$ cat src/rtl/pxb_pkg.sv
package pxb_pkg;
    localparam int PINS_PER_PORT = 8;
    localparam int NUM_SIGNALS   = 22;
    localparam int SEL_W         = 5;
    localparam int TX_SLOT       = 0;
    localparam int RX_SLOT       = 1;
    localparam int NSS_SLOT      = 7;
    localparam int TX_PIN        = 4;
    localparam int RX_PIN        = 5;
    localparam int FIRST_SEARCH  = 2;

    typedef enum logic [SEL_W-1:0] {
        FN_GPIO   = 5'd0,
        FN_UTX    = 5'd1,
        FN_URX    = 5'd2,
        FN_SDA    = 5'd3,
        FN_SCL    = 5'd4,
        FN_SCK    = 5'd5,
        FN_MISO   = 5'd6,
        FN_MOSI   = 5'd7,
        FN_NSS    = 5'd8,
        FN_CMP0S  = 5'd9,
        FN_CMP0A  = 5'd10,
        FN_CMP1S  = 5'd11,
        FN_CMP1A  = 5'd12,
        FN_SYSCLK = 5'd13,
        FN_CC0    = 5'd14,
        FN_CC1    = 5'd15,
        FN_CC2    = 5'd16,
        FN_CC3    = 5'd17,
        FN_CC4    = 5'd18,
        FN_CC5    = 5'd19,
        FN_ECLK   = 5'd20,
        FN_TIM0   = 5'd21,
        FN_TIM1   = 5'd22
    } pin_func_e;

    function automatic logic [SEL_W-1:0] slot_code(input int slot);
        return SEL_W'(slot + 1);
    endfunction
endpackage

$ cat src/rtl/pxb_first_free.sv
module pxb_first_free #(
    parameter int N     = 32,
    parameter int IDX_W = 5
) (
    input  logic [N-1:0]     busy,
    output logic             found,
    output logic [IDX_W-1:0] idx
);
    always_comb begin
        found = 1'b0;
        idx   = '0;
        for (int i = N - 1; i >= 0; i--) begin
            if (!busy[i]) begin
                found = 1'b1;
                idx   = IDX_W'(i);
            end
        end
    end
endmodule

$ cat src/rtl/pxb_alloc_stage.sv
module pxb_alloc_stage #(
    parameter int N     = 32,
    parameter int IDX_W = 5
) (
    input  logic             want,
    input  logic [N-1:0]     busy_in,
    output logic [N-1:0]     busy_out,
    output logic             granted,
    output logic [IDX_W-1:0] pin
);
    logic             any_free;
    logic [IDX_W-1:0] cand;

    pxb_first_free #(.N(N), .IDX_W(IDX_W)) ff_i (
        .busy  (busy_in),
        .found (any_free),
        .idx   (cand)
    );

    always_comb begin
        granted  = want && any_free;
        pin      = granted ? cand : '0;
        busy_out = busy_in;
        if (granted) busy_out[cand] = 1'b1;
    end
endmodule

$ cat src/rtl/pxb_fixed_claim.sv
module pxb_fixed_claim #(
    parameter int N = 32
) (
    input  logic         tx_on,
    input  logic         rx_on,
    input  logic [N-1:0] skip,
    output logic [N-1:0] busy_init
);
    import pxb_pkg::*;
    always_comb begin
        busy_init = skip;
        if (tx_on) busy_init[TX_PIN] = 1'b1;
        if (rx_on) busy_init[RX_PIN] = 1'b1;
    end
endmodule

$ cat src/rtl/pxb_crossbar.sv
module pxb_crossbar #(
    parameter int NUM_PORTS = 4,
    localparam int NUM_PINS = NUM_PORTS * pxb_pkg::PINS_PER_PORT,
    localparam int IDX_W    = (NUM_PINS > 1) ? $clog2(NUM_PINS) : 1,
    localparam int NSIG     = pxb_pkg::NUM_SIGNALS,
    localparam int SEL_W    = pxb_pkg::SEL_W
) (
    input  logic                      clk,
    input  logic                      rst,
    input  logic [NSIG-1:0]           sig_en,
    input  logic                      spi_four_wire,
    input  logic [NUM_PINS-1:0]       skip_mask,
    output logic [NUM_PINS*SEL_W-1:0] pin_sel,
    output logic [NSIG*IDX_W-1:0]     sig_pin,
    output logic [NSIG-1:0]           sig_valid
);
    import pxb_pkg::*;

    typedef struct packed {
        logic [NUM_PINS-1:0][SEL_W-1:0] sel;
        logic [NSIG-1:0][IDX_W-1:0]     pin;
        logic [NSIG-1:0]                valid;
    } route_t;

    route_t route_d, route_q;

    logic [NUM_PINS-1:0]        busy_chain [FIRST_SEARCH:NSIG];
    logic [NSIG-1:0]            stage_ok;
    logic [NSIG-1:0][IDX_W-1:0] stage_pin;

    pxb_fixed_claim #(.N(NUM_PINS)) claim_i (
        .tx_on     (sig_en[TX_SLOT]),
        .rx_on     (sig_en[RX_SLOT]),
        .skip      (skip_mask),
        .busy_init (busy_chain[FIRST_SEARCH])
    );

    for (genvar s = 0; s < NSIG; s++) begin : g_slot
        if (s < FIRST_SEARCH) begin : g_fixed
            assign stage_ok[s]  = 1'b0;
            assign stage_pin[s] = '0;
        end else begin : g_search
            logic want;
            if (s == NSS_SLOT) begin : g_nss
                assign want = sig_en[s] && spi_four_wire;
            end else begin : g_plain
                assign want = sig_en[s];
            end
            pxb_alloc_stage #(.N(NUM_PINS), .IDX_W(IDX_W)) stage_i (
                .want     (want),
                .busy_in  (busy_chain[s]),
                .busy_out (busy_chain[s+1]),
                .granted  (stage_ok[s]),
                .pin      (stage_pin[s])
            );
        end
    end

    always_comb begin
        route_d = '0;
        if (sig_en[TX_SLOT]) begin
            route_d.valid[TX_SLOT] = 1'b1;
            route_d.pin[TX_SLOT]   = IDX_W'(TX_PIN);
            route_d.sel[TX_PIN]    = FN_UTX;
        end
        if (sig_en[RX_SLOT]) begin
            route_d.valid[RX_SLOT] = 1'b1;
            route_d.pin[RX_SLOT]   = IDX_W'(RX_PIN);
            route_d.sel[RX_PIN]    = FN_URX;
        end
        for (int s = FIRST_SEARCH; s < NSIG; s++) begin
            if (stage_ok[s]) begin
                route_d.valid[s]            = 1'b1;
                route_d.pin[s]              = stage_pin[s];
                route_d.sel[stage_pin[s]]   = slot_code(s);
            end
        end
    end

    always_ff @(posedge clk) begin
        if (rst) route_q <= '0;
        else     route_q <= route_d;
    end

    assign pin_sel   = route_q.sel;
    assign sig_pin   = route_q.pin;
    assign sig_valid = route_q.valid;
endmodule

$ cat config.mk
export PLATFORM = sky130hd
export DESIGN_NAME = pxb_crossbar
export DESIGN_NICKNAME = d
export VERILOG_FILES = /design/src/rtl/pxb_pkg.sv /design/src/rtl/pxb_first_free.sv /design/src/rtl/pxb_alloc_stage.sv /design/src/rtl/pxb_fixed_claim.sv /design/src/rtl/pxb_crossbar.sv
export SDC_FILE = /design/constraint.sdc
export NUM_CORES = 2
export LEC_CHECK = 0
export ABC_AREA = 1
export BUFFER_PORTS_ARGS = -buffer_cell sky130_fd_sc_hd__buf_2
export CAP_MARGIN = 30
export CELL_PAD_IN_SITES_DETAIL_PLACEMENT = 1
export CELL_PAD_IN_SITES_GLOBAL_PLACEMENT = 2
export CORE_ASPECT_RATIO = 0.75
export CORE_MARGIN = 10
export CORE_UTILIZATION = 29
export DETAILED_ROUTE_END_ITERATION = 7
export GPL_TIMING_DRIVEN = 0
export PLACE_DENSITY = 0.85
export SLEW_MARGIN = 25
export SYNTH_ARGS = -nofsm -noshare
export SYNTH_HDL_FRONTEND = slang
export SYNTH_SLANG_ARGS = --single-unit
$ cat constraint.sdc
create_clock -name clk -period 33.2 [get_ports clk]
set_input_delay 1.66 -clock clk [delete_from_list [all_inputs] [get_ports clk]]
set_output_delay 1.66 -clock clk [all_outputs]
set_load 0.005 [all_outputs]
==> reports/qor.yml <==
run_status:
  status: "finished with violations"
  violations: "setup timing"
worst_setup_path:
  cp_max_fo: 8
  arrival_ns: 47.36
  slowest_stage: "nor3_1"
  required_ns: 33.79
  start_kind: "input pin"
  cp_common_cell: "nand2_1"
  endpoint_kind: "flip-flop"
  cpPeakStageDelay_ns: 0.67
  cp-startpoint: "skip_mask[31]"
  path_class: "in2reg"
power_and_ir_drop:
  power_frac_comb_pct: 80.4
  p_leak_nw: 24.4
  p_sw_mw: 2.34
  powerDensity_mw_per_mm2: 84.8
  pwr-share-clk_pct: 9.2
  p_int_mw: 1.59
  ir_drop_mv: 0.103
  sequentialPowerShare_pct: 10.4
  sw_frac_of_total_pct: 59.4
placement:
  gp_congestion: 1.14
  place_area_mm2: 0.0362
  hpwlAfterDp_um: 225000
  portBuffers: 340
clock_tree:
  clock-sinks: 282
  htree_levels: 1
  cts_root_buf: "clkbuf_16"
  cts_tree: "yes"
  cts_inserted_buffers: 30
  path_clk_slew_ns: 0.07
  cts_buffer_depth: 3
timing:
  final-setup-viol-count: 164
  rsz0062_at_grt: "true"
  finalHoldViolCount: 0
  fmax_ghz: 0.0214
  fin_ws_ns: -13.56
  fin_crit_sh_pct: 141
  whs_ns: 1.25
  min_period_ns: 46.76
  tightest_slew_ns: 1.29
  max_slew_margin_pct: 12.8
  slew_viol_final: 0
routing:
  routed_via_density: 5.52
  post-route-drc-count: 0
  vias: 44400
  ant_nets: 0
  drt_iter0_drc: 5676
  wl_um: 271000
  wl_per_cell_um: 33.7
  dr.pass1.iters: 5
synth:
  synth_cells: 5673
  syn-cell-area_mm2: 0.0323
  avgSynthCellArea_um2: 5.69
  seq_area_frac_synth_pct: 17.5
  synth_ff_type: "dfxtp_1"
  ys_warn_count: 0
  synth.distinct_cells: 73
  synth_edf_count: 0
  synth-async-reset-ratio_pct: 0
  yosys_register_bits: 282
grt:
  grt_max_degree: 16
  grt_usage_pct: 39.2
  grt_overflow: 0
  antenna_found_initial: 27
  grt_pass1_wl_um: 339000
  grt_pass1_vias: 40000
layout:
  layout_commonest_cell: "nand2_1"
  stdcell_area_mm2: 0.0464
  nNetsFinal: 6632
  syn2layout_area_growth_pct: 43.7
  final_cell_mix: "nand2_1, inv_1, nor2_1"
  layout-drive-gt1-share_pct: 38.5
  fillers: 14400
floorplan:
  core-area_mm2: 0.110
  fp.dieH_um: 309
  die-area_mm2: 0.125
  initial_utilization_pct: 29.3
  fp.dieW_um: 405
  core.rowCount: 105
  num_io_pins: 349
worst_hold_path:
  holdCritStartpoint: "sig_en[9]"
  hp-class: "in2reg"
run:
  drv_cap: 0
[metal layers]
| layer | up-vias | track usage, % | share of wire (%) |
|---|---|---|---|
| li1 | 19200 | - | - |
| met1 | 22100 | 58.4 | 46 |
| met2 | 2697 | 49.4 | 37 |
| met3 | 402 | 18.5 | 15 |
| met4 | 16 | 7.66 | 3.0 |
| met5 | - | 0 | 0.043 |
[final timing paths]
path / cells past startpoint / slack (ns) / end
max: 491 / -13.56 / pin_sel[57]
min: 3 / 1.25 / sig_pin[49]
[per-stage QoR]
stage | power, mW | worst slack (ns) | TNS [ns] | utilization (%) | cells
2_1_floorplan | 1.64 | -1.87 | -191.70 | - | 5679
3_3_place_gp | 2.41 | -18.87 | -2809.26 | 32.8 | 7463
3_5_place_dp | 2.43 | -18.87 | -2801.66 | 32.9 | 7469
4_1_cts | 3.08 | -11.83 | -1647.89 | 36.8 | 7718
5_1_grt | 4.01 | -17.05 | -2491.75 | 42.1 | 8043
6_report | 3.93 | -13.56 | -1898.87 | 42.2 | 8054
[repair_timing]
action	4_1_cts	5_1_grt
gates resized for setup	357	698
cloned	0	1
endpoints found under the setup margin	203	208
pin swaps	123	317
setup buffers	194	323
hold buffers	0	0
[synth_stat cells (all sizes together) (41+ instances only)]
master	count	share of area (%)
clkinv	41	0.54
inv	1233	15
nor2	856	13
nand3b	67	1.6
a31oi	57	1.1
nand3	178	3.6
nor3	101	1.9
a21oi	162	3.2
nand4	253	5.2
o21ai	89	1.7
dfxtp	282	17
a41oi	41	1.1
nand2	2196	32
[area by class of cell]
class / instances / area [um^2] / share of cell area, %
Antenna cell: 12 / 30.0 / 0.0648
Multi-Input combinational cell: 4084 / 25900 / 55.8
Clock buffer: 40 / 828 / 1.79
Buffer: 36 / 395 / 0.853
Timing Repair Buffer: 864 / 6620 / 14.3
Inverter: 1277 / 5000 / 10.8
Clock inverter: 15 / 163 / 0.351
Tap cell: 1444 / 1810 / 3.90
Sequential cell: 282 / 5650 / 12.2
[worst max-delay path, delay by kind of cell]
kind | cells | cell delay, ns
and+or+nand+nor | 423 | 37.29
AOI/OAI and AO/OA | 16 | 2.31
buffers and inverters | 52 | 5.99
[power groups by stage]
| stage | logic [mW] | registers [mW] | clock network [mW] |
|---|---|---|---|
| floorplan | 1.22 | 0.419 | 0 |
| global route | 3.22 | 0.411 | 0.376 |
| global placement | 2.00 | 0.411 | 0 |
| detailed placement | 2.02 | 0.414 | 0 |
| finish | 3.16 | 0.407 | 0.363 |
| CTS | 2.31 | 0.407 | 0.366 |
[kinds of logic after synthesis]
family / Yosys count / synth area share (%)
AOI/OAI and AO/OA: 396 / 8.26
DFF: 282 / 17.5
and+or+nand+nor: 3681 / 57.9
buffers and inverters: 1313 / 16.3
other: 1 / 0.0116
[sequential cells by signal (all words and copies together) (netlist names)]
signal and count:
pin_sel 160, sig_pin 100, sig_valid 22
No activity file was read; power rests on OpenSTA's default activity.
